--- config.mk ---
export PLATFORM = sky130hd
export DESIGN_NAME = wiper_ctrl
export DESIGN_NICKNAME = d
export VERILOG_FILES = /design/src/rtl/wpot_pkg.sv /design/src/rtl/wpot_cmd_decode.sv /design/src/rtl/wpot_step.sv /design/src/rtl/wpot_chan.sv /design/src/rtl/wiper_ctrl.sv
export SDC_FILE = /design/constraint.sdc
export NUM_CORES = 1
export LEC_CHECK = 0
export BUFFER_PORTS_ARGS = -buffer_cell sky130_fd_sc_hd__buf_2
export CORE_MARGIN = 8
export CORE_UTILIZATION = 49
export CTS_CLUSTER_DIAMETER = 30
export DETAILED_ROUTE_END_ITERATION = 6
export GPL_TIMING_DRIVEN = 0
export PLACE_DENSITY = 0.8
export SETUP_SLACK_MARGIN = 0.1
export SYNTH_ARGS = -nofsm -noshare
export SYNTH_HDL_FRONTEND = slang
export SYNTH_SLANG_ARGS = --single-unit
--- constraint.sdc ---
create_clock -name clk_i -period 2.8 [get_ports clk_i]
set_input_delay 0.56 -clock clk_i [delete_from_list [all_inputs] [get_ports clk_i]]
set_output_delay 0.56 -clock clk_i [all_outputs]
set_load 0.01 [all_outputs]
--- src/rtl/wpot_pkg.sv ---
package wpot_pkg;
  typedef enum logic [3:0] {
    OP_NOP         = 4'd0,
    OP_NV2W        = 4'd1,
    OP_W2NV        = 4'd2,
    OP_D2NV        = 4'd3,
    OP_SHR         = 4'd4,
    OP_SHR_ALL     = 4'd5,
    OP_DEC         = 4'd6,
    OP_DEC_ALL     = 4'd7,
    OP_RESTORE_ALL = 4'd8,
    OP_RD_NV       = 4'd9,
    OP_RD_W        = 4'd10,
    OP_D2W         = 4'd11,
    OP_SHL         = 4'd12,
    OP_SHL_ALL     = 4'd13,
    OP_INC         = 4'd14,
    OP_INC_ALL     = 4'd15
  } op_e;

  typedef enum logic [2:0] {
    ACT_HOLD,
    ACT_LOAD_DATA,
    ACT_LOAD_NV,
    ACT_INC,
    ACT_DEC,
    ACT_SHL,
    ACT_SHR
  } act_e;
endpackage

--- src/rtl/wpot_cmd_decode.sv ---
module wpot_cmd_decode
  import wpot_pkg::*;
#(
  parameter int NCH = 2,
  parameter int AW  = 4,
  parameter int CW  = 1
) (
  input  logic            accept_i,
  input  logic [3:0]      op_i,
  input  logic [AW-1:0]   addr_i,
  input  logic            wp_ni,
  output act_e            act_o,
  output logic [NCH-1:0]  mask_o,
  output logic            nv_we_o,
  output logic            nv_src_data_o,
  output logic            rd_en_o,
  output logic            rd_src_nv_o,
  output logic [CW-1:0]   idx_o
);
  op_e              op;
  act_e             act_raw;
  logic             all_ch;
  logic             guarded;
  logic             addr_ok;
  logic             go;
  logic [NCH-1:0]   hit;

  assign op      = op_e'(op_i);
  assign addr_ok = 32'(addr_i) < 32'(NCH);

  for (genvar c = 0; c < NCH; c++) begin : g_hit
    assign hit[c] = (32'(addr_i) == c);
  end

  always_comb begin
    act_raw = ACT_HOLD;
    all_ch  = 1'b0;
    guarded = 1'b1;
    case (op)
      OP_NOP:         guarded = 1'b0;
      OP_NV2W:        begin act_raw = ACT_LOAD_NV; guarded = 1'b0; end
      OP_W2NV:        act_raw = ACT_HOLD;
      OP_D2NV:        act_raw = ACT_HOLD;
      OP_SHR:         act_raw = ACT_SHR;
      OP_SHR_ALL:     begin act_raw = ACT_SHR; all_ch = 1'b1; end
      OP_DEC:         act_raw = ACT_DEC;
      OP_DEC_ALL:     begin act_raw = ACT_DEC; all_ch = 1'b1; end
      OP_RESTORE_ALL: begin act_raw = ACT_LOAD_NV; all_ch = 1'b1; guarded = 1'b0; end
      OP_RD_NV:       guarded = 1'b0;
      OP_RD_W:        guarded = 1'b0;
      OP_D2W:         act_raw = ACT_LOAD_DATA;
      OP_SHL:         act_raw = ACT_SHL;
      OP_SHL_ALL:     begin act_raw = ACT_SHL; all_ch = 1'b1; end
      OP_INC:         act_raw = ACT_INC;
      OP_INC_ALL:     begin act_raw = ACT_INC; all_ch = 1'b1; end
      default:        act_raw = ACT_HOLD;
    endcase
  end

  // protected opcodes are dropped entirely under write protect
  assign go            = accept_i & (wp_ni | ~guarded);
  assign act_o         = go ? act_raw : ACT_HOLD;
  assign mask_o        = !go ? '0 : (all_ch ? '1 : hit);
  assign nv_we_o       = go & addr_ok & ((op == OP_W2NV) | (op == OP_D2NV));
  assign nv_src_data_o = (op == OP_D2NV);
  assign rd_en_o       = go & addr_ok & ((op == OP_RD_NV) | (op == OP_RD_W));
  assign rd_src_nv_o   = (op == OP_RD_NV);
  assign idx_o         = addr_i[CW-1:0];
endmodule

--- src/rtl/wpot_step.sv ---
module wpot_step
  import wpot_pkg::*;
#(
  parameter int W = 8
) (
  input  logic [W-1:0] cur_i,
  input  logic [W-1:0] data_i,
  input  logic [W-1:0] nv_i,
  input  act_e         act_i,
  output logic [W-1:0] nxt_o
);
  localparam logic [W-1:0] ONES = '1;
  localparam logic [W-1:0] ZERO = '0;

  always_comb begin
    case (act_i)
      ACT_LOAD_DATA: nxt_o = data_i;
      ACT_LOAD_NV:   nxt_o = nv_i;
      ACT_INC:       nxt_o = (cur_i == ONES) ? ONES : cur_i + W'(1);
      ACT_DEC:       nxt_o = (cur_i == ZERO) ? ZERO : cur_i - W'(1);
      ACT_SHL:       nxt_o = cur_i[W-1] ? ONES : {cur_i[W-2:0], 1'b1};
      ACT_SHR:       nxt_o = {1'b0, cur_i[W-1:1]};
      default:       nxt_o = cur_i;
    endcase
  end
endmodule

--- src/rtl/wpot_chan.sv ---
module wpot_chan
  import wpot_pkg::*;
#(
  parameter int W = 8
) (
  input  logic         clk_i,
  input  logic         rst_ni,
  input  logic         force_mid_i,
  input  logic         reload_i,
  input  logic         en_i,
  input  act_e         act_i,
  input  logic [W-1:0] data_i,
  input  logic [W-1:0] nv_i,
  output logic [W-1:0] wiper_o
);
  localparam logic [W-1:0] MID = {1'b1, {(W-1){1'b0}}};

  logic [W-1:0] wiper_q;
  logic [W-1:0] nxt;

  wpot_step #(.W(W)) u_step (
    .cur_i  (wiper_q),
    .data_i (data_i),
    .nv_i   (nv_i),
    .act_i  (act_i),
    .nxt_o  (nxt)
  );

  always_ff @(posedge clk_i or negedge rst_ni) begin
    if (!rst_ni)          wiper_q <= '0;
    else if (force_mid_i) wiper_q <= MID;
    else if (reload_i)    wiper_q <= nv_i;
    else if (en_i)        wiper_q <= nxt;
  end

  assign wiper_o = wiper_q;
endmodule

--- src/rtl/wiper_ctrl.sv ---
module wiper_ctrl
  import wpot_pkg::*;
#(
  parameter int NCH = 2,
  parameter int W   = 8,
  parameter int AW  = 4,
  localparam int CW = (NCH > 1) ? $clog2(NCH) : 1
) (
  input  logic             clk_i,
  input  logic             rst_ni,
  input  logic             cmd_valid_i,
  input  logic [3:0]       cmd_op_i,
  input  logic [AW-1:0]    cmd_addr_i,
  input  logic [W-1:0]     cmd_data_i,
  input  logic [NCH*W-1:0] nv_rdata_i,
  input  logic             preset_ni,
  input  logic             wp_ni,
  output logic             nv_we_o,
  output logic [CW-1:0]    nv_waddr_o,
  output logic [W-1:0]     nv_wdata_o,
  output logic [NCH*W-1:0] wiper_o,
  output logic [W-1:0]     rdback_o,
  output logic             valid_o
);
  logic             ready_q;
  logic             preset_q;
  logic [W-1:0]     rd_q;
  logic             accept;
  logic             reload;
  logic             force_mid;
  act_e             act;
  logic [NCH-1:0]   ch_mask;
  logic             nv_we;
  logic             nv_src_data;
  logic             rd_en;
  logic             rd_src_nv;
  logic [CW-1:0]    ch_idx;
  logic [W-1:0]     wip    [NCH];
  logic [W-1:0]     nv_arr [NCH];

  // commands only on settled cycles: loaded, preset high now and last edge
  assign accept    = cmd_valid_i & ready_q & preset_ni & preset_q;
  assign reload    = ~ready_q | (preset_ni & ~preset_q);
  assign force_mid = ~preset_ni;

  wpot_cmd_decode #(.NCH(NCH), .AW(AW), .CW(CW)) u_dec (
    .accept_i      (accept),
    .op_i          (cmd_op_i),
    .addr_i        (cmd_addr_i),
    .wp_ni         (wp_ni),
    .act_o         (act),
    .mask_o        (ch_mask),
    .nv_we_o       (nv_we),
    .nv_src_data_o (nv_src_data),
    .rd_en_o       (rd_en),
    .rd_src_nv_o   (rd_src_nv),
    .idx_o         (ch_idx)
  );

  for (genvar c = 0; c < NCH; c++) begin : g_ch
    assign nv_arr[c] = nv_rdata_i[c*W +: W];

    wpot_chan #(.W(W)) u_chan (
      .clk_i       (clk_i),
      .rst_ni      (rst_ni),
      .force_mid_i (force_mid),
      .reload_i    (reload),
      .en_i        (ch_mask[c]),
      .act_i       (act),
      .data_i      (cmd_data_i),
      .nv_i        (nv_arr[c]),
      .wiper_o     (wip[c])
    );

    assign wiper_o[c*W +: W] = wip[c];
  end

  always_ff @(posedge clk_i or negedge rst_ni) begin
    if (!rst_ni) begin
      ready_q  <= 1'b0;
      preset_q <= 1'b1;
      rd_q     <= '0;
    end else begin
      ready_q  <= 1'b1;
      preset_q <= preset_ni;
      if (rd_en) rd_q <= rd_src_nv ? nv_arr[ch_idx] : wip[ch_idx];
    end
  end

  assign nv_we_o    = nv_we;
  assign nv_waddr_o = ch_idx;
  assign nv_wdata_o = nv_src_data ? cmd_data_i : wip[ch_idx];
  assign rdback_o   = rd_q;
  assign valid_o    = ready_q;
endmodule

# Word-level counts from Yosys, hierarchy flattened
# Cells that the tools add are included.
# word_totals
register_bits,26
output_inout_bits,35
# classes
n_addsub,4
n_lt_le_gt_ge,2
n_eq_ne,27
mux,27
bitwise,15
n_reduce_logical,13
# ops
cell,n
$mux 8,20
$pmux 8 s6,2
$eq 4x4->1 const B,8
$pmux 3 s6,1
$add 8x1->8 const B,2
$eq 4x3->1 const B,4
$eq 8x8->1 const B,2
$logic_not 8->1,2
$sub 8x1->8 const B,2
$reduce_or 2->1,5
$reduce_or 5->1,2
$eq 3x3->1 const B,3
$and 1x1->1,8
$eq 4x1->1 const B,2
$eq 4x2->1 const B,2
$logic_not 4->1,2
$ne 8x1->1 const B,1
$eq 3x2->1 const B,2
$ne 3x1->1 const B,2
$lt 4x2->1 const B,1
$mux 2,2
$or 1x1->1,4
$reduce_and 2->1,2
$eq 3x1->1 const B,1
5 further kinds,6

# Longest topological paths before layout
# logic_depth
depth_word,10
ltp_mapped,9

# Cells and area by module
# Synthesis repeated with hierarchy kept, for this count alone.
# unflattened
cells_unflattened,454
hier_area_um2,3543.4
# by_module_without_submodules
mod,n_inst,cells_each,area_per_inst_um2,seq_area_each_um2
wpot_step,2,142,887.1,0.0
wpot_chan,2,36,411.6,200.2
wiper_ctrl,1,68,713.2,251.5
wpot_cmd_decode,1,30,232.7,0.0

# Worst setup path before layout
# Ideal clock, no wire load.
# synth_path
path_type,input-to-output
startpoint,input cmd_op_i[3]
endpoint,output nv_wdata_o[0]
t_arrival_ps,1800
required_ps,2240
slack_ps,440
path_stages,6
n_path_buf,3
path_cell_list,buf_2 buf_1 nor3_1 clkbuf_1 nand2_1 o21ai_0
# synth_via
elab_chain_len,2
# synth_rtl
element,line,rtl
"start, declared",wiper_ctrl.sv:12,"input logic [3:0] cmd_op_i,"
$eq 4x2->1,wpot_cmd_decode.sv:65,assign nv_src_data_o = (op == OP_D2NV);
$mux 8,wiper_ctrl.sv:92,assign nv_wdata_o = nv_src_data ? cmd_data_i : wip[ch_idx];
"end, declared",wiper_ctrl.sv:20,"output logic [W-1:0] nv_wdata_o,"
# No other way between the ends.

# Final worst setup path
# layout_path
startpoint,register preset_q
endpoint,register g_ch[1].u_chan.wiper_q[0]
# layout_via
elab_chain_len,8
word_cells_on_any_way,20
cone_classes,eq/ne (8); mux (6); bitwise (5); reduce/logical (1)
# layout_rtl
element,line,rtl
"start, declared",wiper_ctrl.sv:26,logic preset_q;
"start signal, assigned",wiper_ctrl.sv:85,preset_q <= preset_ni;
$and 1x1->1,wiper_ctrl.sv:42,assign accept = cmd_valid_i & ready_q & preset_ni & preset_q;
$and 1x1->1,wpot_cmd_decode.sv:61,assign go = accept_i & (wp_ni | ~guarded);
$mux 3,wpot_cmd_decode.sv:62,assign act_o = go ? act_raw : ACT_HOLD;
"$eq 3x3->1, or another cell as far along",wpot_step.sv:16,case (act_i)
$pmux 8 s6,wpot_step.sv:16,
$mux 8,wpot_chan.sv:33,else if (en_i) wiper_q <= nxt;
$mux 8,wpot_chan.sv:32,else if (reload_i) wiper_q <= nv_i;
$mux 8,wpot_chan.sv:31,else if (force_mid_i) wiper_q <= MID;
"end signal, assigned",wpot_chan.sv:32,
"end signal, assigned",wpot_chan.sv:33,
"end, declared",wpot_chan.sv:18,logic [W-1:0] wiper_q;
# Parallel ways exist; a longest one is shown, timed or not. The select of a mux whose other input is x is not followed.
# A chain may end at the register's enable or synchronous reset.

==> impl_metrics.ini <==
[timing]
maxSlewHeadroom_pct = 32.5
worst_pin_slew_ps = 1010
final_hold_viol_count = 0
fin_skew_ps = 9.78
finalMaxSlewViolations = 0
rsz0062_at_grt = true
finalSetupViolCount = 0
period_needed_ps = 2640
fin_ws_ps = 157
period_share_pct = 94.4
clock.fmax_mhz = 378

[finish]
fin_util_pct = 59.5
final_area_um2 = 3480
nets = 502
multiInputGateArea_um2 = 2110
register_area_um2 = 652
fill_cells = 540
synthToLayoutAreaGrowth_pct = 18.8
diodes = 0
layout.cells.non_filler = 535
post_route_cells_drive_above_1_share_pct = 25.7

[grt]
grt_start_max_net_pins = 27
grt-ovfl-total = 0
grt_util_all_layers_pct = 25.8
grt_pass1_vias = 3461
antenna_found_initial = 0
grt_pass1_wl_mm = 18.0

[floorplan]
fp-row-count = 28
dieArea_um2 = 8710
initial_core_util_pct = 50.1
die_x_um = 93.3
fp.coreArea_um2 = 5850
die_h_um = 93.3
ioPinCount = 72

[routing]
drt_iter0_drc = 432
firstDrtPassIters = 7
via_count = 3612
drcViolationCount = 1
ant_nets = 0
via_per_inst = 6.75
drt-wirelength-per-cell_um = 21.4
wirelength_mm = 11.4

[synthesis]
syn-num-nets = 426
synth_edf_count = 0
async_flop_share_pct = 100
syn_area_per_cell_um2 = 7.61
synthFlopType = dfrtp_1
seq_area_frac_synth_pct = 22.2
synth_area_um2 = 2930
yosys_warnings = 0
synth_cell_types = 63
syn_inst = 385
synth-seq-cells = 26

[min_path]
min_path_type = primary input to asynchronous set/reset pin

[clock_tree]
clkTransAtPathRegs_ps = 120
hold_buffers = 0
cts_buffers = 3
h-tree-depth = 1
clock_sink_count = 26
worst_skew_pair.late_latency_ps = 290
clockBufferDepth = 2
cts_tree = done
clockRootBuffer = clkbuf_8

[place]
port-buffer-count = 68
place_hpwl_mm = 8.53
gp_congestion = 1.05
dp_slack_ps = -208
dp.cells = 528
dpl_cell_area_um2 = 3360

[worst_setup_path]
worstPathArrival_ps = 2780
crit_fanout = 10
crit_type = flop to flop
critPathRequiredTime_ps = 2930
startpoint_type = flop
cp-end-kind = flop

[power_and_ir_drop]
powerDensity_nw_per_um2 = 360
p_leak_nw = 1.42
ir_drop_mv = 0.205
finalPower_w = 0.00125

[outcome]
violations = design-rule violations
status = complete, but fails checks

[flow_run]
maxCapViolCount = 0
==> flip-flops by register name, summed over array words and instances, names as in the netlist <==
register and cells:
g_ch.u_chan.wiper_o 16, preset_q 1, rdback_o 8, valid_o 1
==> final cells by class <==
cell class,instances,share of cell area [%]
Timing Repair Buffer,71,10.4
Inverter,12,1.29
Buffer,34,4.24
Clock buffer,3,1.19
Clock inverter,1,0.863
Sequential cell,26,18.7
Multi-Input combinational cell,313,60.6
Tap cell,75,2.70
==> synth_stat cells, types with 3 or more instances <==
cell | n | area (µm²)
nor4b_1 | 3 | 26.3
nor3_1 | 15 | 75.1
nand2_1 | 47 | 176
or3_1 | 4 | 25.0
mux2_2 | 8 | 90.1
nor4_1 | 5 | 31.3
and3_1 | 4 | 25.0
nand4_1 | 5 | 31.3
a22oi_1 | 7 | 52.6
nor2b_1 | 3 | 18.8
nor2_1 | 23 | 86.3
a211oi_1 | 3 | 22.5
xnor2_1 | 8 | 70.1
nor3b_1 | 3 | 22.5
o31ai_1 | 10 | 75.1
o21ai_0 | 43 | 215
inv_1 | 11 | 41.3
xor2_1 | 4 | 35.0
and2_1 | 4 | 25.0
a31oi_1 | 7 | 43.8
clkbuf_1 | 20 | 75.1
dfrtp_1 | 25 | 626
mux4_2 | 8 | 180
or2_2 | 4 | 25.0
mux2i_1 | 9 | 90.1
ha_1 | 4 | 50.1
o221ai_1 | 4 | 35.0
nand3_1 | 11 | 55.1
a21oi_1 | 24 | 120
buf_1 | 4 | 15.0
buf_2 | 9 | 45.0
o31ai_2 | 3 | 37.5
==> worst max-delay path, cell delays in order, from the launching register on <==
cell     delay, ps
dfstp_2        630
nand3_1        160
nor2_1         240
buf_2          290
o21ai_1        300
a221o_1        470
nor3_1         270
o31ai_1        130
==> metrics by stage <==
stage / setup TNS [ps] / hold slack [ps]
after floorplan: 0 / 264
after global placement: -1330 / 486
after detailed placement: -1310 / 489
after CTS: 0 / 304
after global routing: 0 / 329
final: 0 / 264
==> cell usage in the layout, fill, tap and decap left out, types with 8 or more instances in the layout <==
cell and count:
nor2_1 23, o21ai_0 43, mux2i_1 9, mux2_2 8, o31ai_1 10, nand3_1 11, mux4_2 8, nor3_1 14
xnor2_1 8, a21oi_1 24, inv_1 11, clkbuf_1 18, buf_2 77, nand2_1 47, dfrtp_1 25
==> per-layer routing <==
metal | global-route usage [%] | part of all wire [%] | wire length, µm
met1 | 31.5 | 36 | 4170
met2 | 43.4 | 48 | 5500
met3 | 4.49 | 11 | 1310
met4 | 11.1 | 4.1 | 471
met5 | 0 | 0 | 0
==> cell families (layout without fill, tap and decap cells) <==
logic type      Yosys count  count (layout)  synth area share, %
xor+xnor                 12              12                 3.59
mux                      25              25                 12.3
buf+inv                  46             121                 6.40
flops                    26              26                 22.2
simple gates            143             143                 25.0
fa+ha+maj                 4               4                 1.71
compound gates          128             128                 28.7
other cells               1               1                0.128
==> where the power goes <==
| group | total (W) | switching (W) | internal (W) |
|---|---|---|---|
| clock | 0.000342 | 0.000150 | 0.000192 |
| sequential | 0.000427 | 0.0000271 | 0.000400 |
| combinational | 0.000483 | 0.000302 | 0.000181 |
| total | 0.00125 | 0.000479 | 0.000773 |
==> final timing paths <==
kind	startpoint	endpoint	slack, ps	cells after the start
setup / recovery	preset_q	g_ch[1].u_chan.wiper_o[0]	160	7
hold / removal	rst_ni	g_ch[1].u_chan.wiper_o[6]	260	1
setup reg to reg	preset_q	g_ch[1].u_chan.wiper_o[0]	160	7
hold reg to reg	rdback_o[1]	rdback_o[1]	510	1
max in group asynchronous	rst_ni	g_ch[0].u_chan.wiper_o[2]	2120	1
min in group clk_i	preset_ni	preset_q	360	1
==> timing repair <==
action	CTS	global route
setup buffers	0	3
setup endpoints to repair	9	10
resized for setup	3	6
pin swaps	0	1
Power figures use the tool's default switching activity.
